File: src/rtl/gioc_pkg.sv
`timescale 1ns/1ps
package gioc_pkg;
    typedef enum logic [1:0] {
        ST_PRIME = 2'd0,
        ST_WATCH = 2'd1,
        ST_HELD  = 2'd2
    } gioc_state_e;
endpackage

File: src/rtl/gioc_detect.sv
`timescale 1ns/1ps
// Per-pin trigger generation: previous-sample reference plus mode select.
module gioc_detect #(
    parameter int W = 8
) (
    input  logic         clk,
    input  logic         rst_n,
    input  logic [W-1:0] pin_i,
    input  logic [W-1:0] en_i,
    input  logic [W-1:0] mode_i,
    input  logic [W-1:0] dflt_i,
    output logic [W-1:0] trig_o
);
    logic [W-1:0] prev_q;

    // reference refreshed every cycle
    always_ff @(posedge clk or negedge rst_n) begin
        if (!rst_n) prev_q <= '0;
        else        prev_q <= pin_i;
    end

    for (genvar i = 0; i < W; i++) begin : g_pin
        logic differs;
        always_comb begin
            if (mode_i[i]) differs = pin_i[i] ^ dflt_i[i];
            else           differs = pin_i[i] ^ prev_q[i];
            trig_o[i] = en_i[i] & differs;
        end
    end
endmodule

File: src/rtl/gioc_pick.sv
`timescale 1ns/1ps
// Lowest-index priority select producing a one-hot cause vector.
module gioc_pick #(
    parameter int W = 8
) (
    input  logic [W-1:0] trig_i,
    output logic [W-1:0] onehot_o,
    output logic         any_o
);
    logic [W:0] seen;

    assign seen[0] = 1'b0;
    for (genvar i = 0; i < W; i++) begin : g_chain
        assign onehot_o[i] = trig_i[i] & ~seen[i];
        assign seen[i+1]   = seen[i] | trig_i[i];
    end
    assign any_o = seen[W];
endmodule

File: src/rtl/gioc_pad.sv
`timescale 1ns/1ps
// Interrupt pad encoding: push-pull with polarity, or open-drain pull-low.
module gioc_pad (
    input  logic active_i,
    input  logic pol_i,
    input  logic od_i,
    output logic irq_o,
    output logic irq_oe_o
);
    always_comb begin
        if (od_i) begin
            irq_o    = 1'b0;
            irq_oe_o = active_i;
        end else begin
            irq_o    = active_i ? pol_i : ~pol_i;
            irq_oe_o = 1'b1;
        end
    end
endmodule

File: src/rtl/gioc_top.sv
`timescale 1ns/1ps
module gioc_top #(
    parameter int W = 8
) (
    input  logic         clk,
    input  logic         rst_n,
    input  logic [W-1:0] pin_i,
    input  logic [W-1:0] irq_en_i,
    input  logic [W-1:0] cmp_mode_i,
    input  logic [W-1:0] dflt_i,
    input  logic         clr_sel_i,
    input  logic         int_pol_i,
    input  logic         int_od_i,
    input  logic         rd_port_i,
    input  logic         rd_cap_i,
    output logic [W-1:0] flag_o,
    output logic [W-1:0] cap_o,
    output logic         irq_o,
    output logic         irq_oe_o
);
    import gioc_pkg::*;

    gioc_state_e  state_q, state_d;
    logic [W-1:0] trig, pick;
    logic         any_trig, clear_hit, held;

    gioc_detect #(.W(W)) u_detect (
        .clk(clk), .rst_n(rst_n), .pin_i(pin_i), .en_i(irq_en_i),
        .mode_i(cmp_mode_i), .dflt_i(dflt_i), .trig_o(trig)
    );

    gioc_pick #(.W(W)) u_pick (
        .trig_i(trig), .onehot_o(pick), .any_o(any_trig)
    );

    assign clear_hit = clr_sel_i ? rd_cap_i : rd_port_i;
    assign held      = (state_q == ST_HELD);

    // state register
    always_ff @(posedge clk or negedge rst_n) begin
        if (!rst_n) state_q <= ST_PRIME;
        else        state_q <= state_d;
    end

    // transitions: prime -> watch, take, release
    always_comb begin
        state_d = state_q;
        unique case (state_q)
            ST_PRIME: state_d = ST_WATCH;
            ST_WATCH: if (any_trig)  state_d = ST_HELD;
            ST_HELD:  if (clear_hit) state_d = ST_WATCH;
            default:  state_d = ST_PRIME;
        endcase
    end

    // flag and capture registers
    always_ff @(posedge clk or negedge rst_n) begin
        if (!rst_n) begin
            flag_o <= '0;
            cap_o  <= '0;
        end else begin
            unique case (state_q)
                ST_WATCH: if (any_trig) begin
                    flag_o <= pick;
                    cap_o  <= pin_i;
                end
                ST_HELD: if (clear_hit) flag_o <= '0;
                default: ;
            endcase
        end
    end

    gioc_pad u_pad (
        .active_i(held), .pol_i(int_pol_i), .od_i(int_od_i),
        .irq_o(irq_o), .irq_oe_o(irq_oe_o)
    );
endmodule

File: config.mk
export PLATFORM = sky130hd
export DESIGN_NAME = gioc_top
export DESIGN_NICKNAME = d
export VERILOG_FILES = /design/src/rtl/gioc_pkg.sv /design/src/rtl/gioc_detect.sv /design/src/rtl/gioc_pick.sv /design/src/rtl/gioc_pad.sv /design/src/rtl/gioc_top.sv
export SDC_FILE = /design/constraint.sdc
export NUM_CORES = 1
export LEC_CHECK = 0
export BUFFER_PORTS_ARGS = -buffer_cell sky130_fd_sc_hd__clkbuf_2
export CAP_MARGIN = 40
export CORE_MARGIN = 1
export CORE_UTILIZATION = 30
export CTS_BUF_LIST = sky130_fd_sc_hd__clkbuf_8 sky130_fd_sc_hd__clkbuf_16
export CTS_CLUSTER_DIAMETER = 30
export CTS_CLUSTER_SIZE = 28
export DETAILED_ROUTE_END_ITERATION = 12
export RECOVER_POWER = 25
export SYNTH_ARGS = -nofsm -noshare
export SYNTH_HDL_FRONTEND = slang
export SYNTH_SLANG_ARGS = --single-unit
File: constraint.sdc
create_clock -name clk -period 5.4 [get_ports clk]
set_input_delay 1.08 -clock clk [delete_from_list [all_inputs] [get_ports clk]]
set_output_delay 1.08 -clock clk [all_outputs]
set_load 0.02 [all_outputs]
* Yosys cells after proc, flatten, opt, wreduce, memory -nomap -nowiden *
Cells that the tools add are included.

word-level totals
  output and inout bits = 18
  register bits after elaboration = 26
  word-level logic and storage cells = 77
  input bits = 39

cells by class
  equal/unequal tests = 4
  multiplexer cells = 18
  reductions and logical operators = 5
  bitwise gates (word level) = 46

operator list
  cell                                            count
  two-way mux 8 bit                               2
  one-hot mux 8 bit (2 select lines)              1
  XOR 1 bit                                       16
  AND 1 bit                                       15
  two-way mux 1 bit                               12
  NOT 1 bit                                       8
  OR 1 bit                                        7
  one-hot mux 2 bit (3 select lines)              1
  two-way mux 2 bit                               2
  != test 2 bit (second input constant)           2
  AND reduction 2 bit                             2
  AND reduction 3 bit                             1
  == test 2 x 1 -> 1 bit (second input constant)  1
  == test 2 bit (second input constant)           1
  logical NOT 2 bit                               1
  nonzero test 2 bit                              1

* Logic depth before layout (Yosys ltp) *
  depth after elaboration = 13
  depth in mapped cells = 6
  mapped depth without buffers = 5

* Cells and area by module *
A second synthesis with hierarchy kept.

second synthesis, totals
  cell total of the unflattened synthesis = 100
  area total of the unflattened synthesis = 1271.2 um^2

modules (own cells, without submodules)
  module       area each (um^2)  seq. area each (um^2)  cells each  times used
  gioc_top     715.7             450.4                  45          1
  gioc_detect  440.4             200.2                  40          1
  gioc_pick    96.3              0.0                    12          1
  gioc_pad     18.8              0.0                    3           1

* Least setup slack after synthesis *
OpenSTA, ideal clock, no wires.

  path type = input -> register
  from = input port cmp_mode_i[7]
  to = register cap_o[4]
  required time = 5.275 ns
  library setup time = 0.125 ns
  arrival = 2.542 ns
  path slack = 2.733 ns
  cell stages on the path = 6
  path buffers = 1
  cells stage by stage = mux2i_1 > mux2_2 > nor3b_2 > a31oi_4 > buf_6 > mux2_4

between the ends
  word-level cells in the longest chain between the ends = 4

RTL lines
  what                           RTL line           source
  from (decl)                    gioc_top.sv:9      input logic [W-1:0] cmp_mode_i,
  two-way mux 1 bit              gioc_detect.sv:25  if (mode_i[i]) differs = pin_i[i] ^ dflt_i[i];
  AND 1 bit                      gioc_detect.sv:27  trig_o[i] = en_i[i] & differs;
  OR 1 bit                       gioc_pick.sv:15    assign seen[i+1] = seen[i] | trig_i[i];
  AND reduction 2 bit (no line)  --
  to (signal assigned)           gioc_top.sv:65     cap_o <= pin_i;
  to (decl)                      gioc_top.sv:17     output logic [W-1:0] cap_o,

No other way between the ends.
A chain may end at the register's enable or synchronous reset.

* Final worst setup path *
  from = input port cmp_mode_i[1]
  to = register cap_o[1]

between the ends
  word-level cells in the longest chain between the ends = 10

RTL lines
  what                           RTL line
  two-way mux 1 bit              gioc_detect.sv:25
  AND 1 bit                      gioc_detect.sv:27
  OR 1 bit (7 in a row)          gioc_pick.sv:15
  AND reduction 2 bit (no line)  --

No other way between the ends.

==> results by group <==
Run status
  • Status: finished clean

Die
  • # rows: 23
  • Starting Density: 0.316
  • Ports: 57
  • Die Wd: 67.4 microns
  • Die area: 4540 sq um
  • Core region area: 4060 sq um
  • DIE HEIGHT: 67.4 microns

Worst setup path
  • Reg2Reg Setup Slack: ~3200 ps
  • Max Fanout on Critical Path: 17
  • WP data arrival: between 2000 and 3000 ps
  • CP Data Required Time: approximately 5600 ps
  • Worst Path Class, Setup: in -> reg
  • Startpoint types: input pin
  • CP Capture Type: register

Timing
  • Final Cycle Share: 0.509
  • Least-Margin Pin Slew: 1420 ps
  • Fmax achieved: 364 MHz
  • Count of final setup violators: 0
  • Crit path time final: 2750 ps
  • Clock skew: about 3.9 ps
  • Pins Over Slew Limit: 0
  • Setup TNS: 0 ps
  • RSZ-0062 raised after global routing: no
  • Hold Fails Final Rpt: 0
  • Slew headroom: 0.0512

Yosys
  • Largest family of logic cells by synthesized area: multiplexers
  • Area share of xor/xnor cells in the synthesized design: 0.00684
  • Synth Cell Area: approximately 1300 sq um
  • Simple-Gate Fraction of Synth Area: 0.159
  • Top cells by area, synth: dfrtp_1, mux2i_1, mux2_2
  • Asr flop ratio synth: 1.00
  • Leading area contributor after synthesis: dfrtp_1
  • Mapped Nets: 148
  • Post-synthesis sequential area ratio: 0.508
  • Mux cell area share after synthesis: 0.259
  • Adder-Cell Fraction of Synth Area: 0
  • Average size of a mapped cell: 11.8 sq um
  • Share of the synthesized area in the top cell type: 0.508
  • Mapped Cells: 109
  • Post-synthesis compound-gate area fraction: 0.0498
  • EDFF count, synth: 0
  • Synth Register Bits: 26
  • Yosys cell types: 22
  • YS warnings: 0
  • Synth Flop Type: dfrtp_1

Layout
  • Fillers: 395
  • Most frequent cells in the layout: clkbuf_2, dfrtp_1, nand2_1
  • Most common cell after layout, fill and taps aside: clkbuf_2
  • Ant diodes: 0
  • Nets: 208
  • Final Core Density: 0.408
  • Layout cells sized above 1: 0.393
  • Layout Cells excl Fill: around 220
  • Synth-to-Final Area Change: 29.3%

Placed design
  • Placer Congestion: 0.689
  • Post-detailed-placement half-perimeter wirelength: 2060 microns
  • Port-buffer cells: 56
  • Placed Cells: 214

CTS
  • Root buf cell: clkbuf_8
  • CTS buffer count: 3
  • Post-CTS Hold Fix Bufs: 0
  • Worst-path clk slew: around 90 ps
  • TritonCTS clock tree: built
  • # H-tree levels: 1
  • Resize count post-CTS: 0
  • Post-CTS Setup Bufs: 0
  • Maximum root-to-sink buffer count: 2
  • Worst-skew pair later-pin latency: 270 ps
  • Sink Count: 26

GRT
  • Met2 Use GR: 0.199
  • Total grt overflow: 0
  • Vias in the first global route: approximately 950
  • Met3 usage: 0.0236
  • GR peak layer: met2
  • Grt met1 use: 0.146
  • Total GRT Usage: 0.118
  • Antenna violations before repair: 0
  • Largest net degree at the start of global routing: 27
  • First-pass GRT wire length: roughly 4000 microns

Route
  • Drt pass-1 iters: 4
  • Routed len/inst: 11.9 microns
  • Vias per cell: 4.61
  • Antenna Nets Post-Route: 0
  • Total Wirelength: 2600 microns
  • DR vias: 1004
  • Remaining DRCs: 0
  • Iteration-0 DRC count of the detailed router: 16

Power
  • Total chip power: 724 uW
  • Pwr dens: between 400 and 500 nW/um^2
  • Maximum VDD drop: 177 uV
  • Leakage: 0.815 nW

Worst hold path
  • Hold Crit Class: reg -> reg

Run
  • Max-Cap Viols: 0
==> sequential cells by signal (all words and copies together), names as in the netlist <==
name	cells
cap_o	8
flag_o	8
u_detect.prev_q	8
state_q	2
==> stage by stage <==
step	hold slack [ps]	area, sq um	worst slack, ps
6_report	521	1660	2650
5_1_grt	540	1660	2530
4_1_cts	519	1670	2630
3_5_place_dp	498	1610	2330
3_3_place_gp	495	1610	2370
2_1_floorplan	485	1280	2730
==> cells in the mapped netlist (2+ instances only) <==
cell      count
nand2b_1      9
nor2_1        3
mux2i_1      19
o32ai_1       2
dfrtp_1      26
nand2_1      23
mux2_2       10
inv_1         3
==> where the power goes <==
part	internal [mW]	switching, mW
Clock	0.0651	0.0605
Sequential	0.255	0.0347
Combinational	0.132	0.177
==> cells by family (layout without fill, tap and decap cells) <==
kind of cell	Yosys count	in the layout
compound gates	7	7
xor+xnor	1	1
buf+inv	4	63
flops	26	26
mux	31	31
simple gates	40	40
==> layout make-up <==
type	instances	area [sq um]	share of cell area
tap	50	62.6	0.0378
sequential	26	651	0.393
timing repair buffer	56	269	0.162
clock buffer	4	55.1	0.0332
inverter	3	11.3	0.00680
multi-input combinational	79	608	0.367
==> metal layers <==
layer	vias to the layer above	share of wire	wire, microns
met5	-	0	0
met4	0	0.0065	17
met3	2	0.075	196
met2	38	0.48	1250
met1	466	0.44	1140
li1	498	-	-
==> final timing paths <==
check	start	to	cells after the start
setup / recovery	cmp_mode_i[1]	cap_o[1]	6
hold / removal	cap_o[1]	cap_o[1]	1
setup reg to reg	u_detect.prev_q[1]	cap_o[1]	5
hold reg to reg	cap_o[1]	cap_o[1]	1
max in group asynchronous	rst_n	flag_o[2]	1
min in group asynchronous	rst_n	cap_o[5]	1
==> critical path: stages <==
cell and delay [ps]:
clkbuf_2 90, mux2i_1 220, mux2i_1 410, nor3_4 120, a31oi_4 570, mux2_2 410
Note: power is estimated with default switching activity, not from simulation.
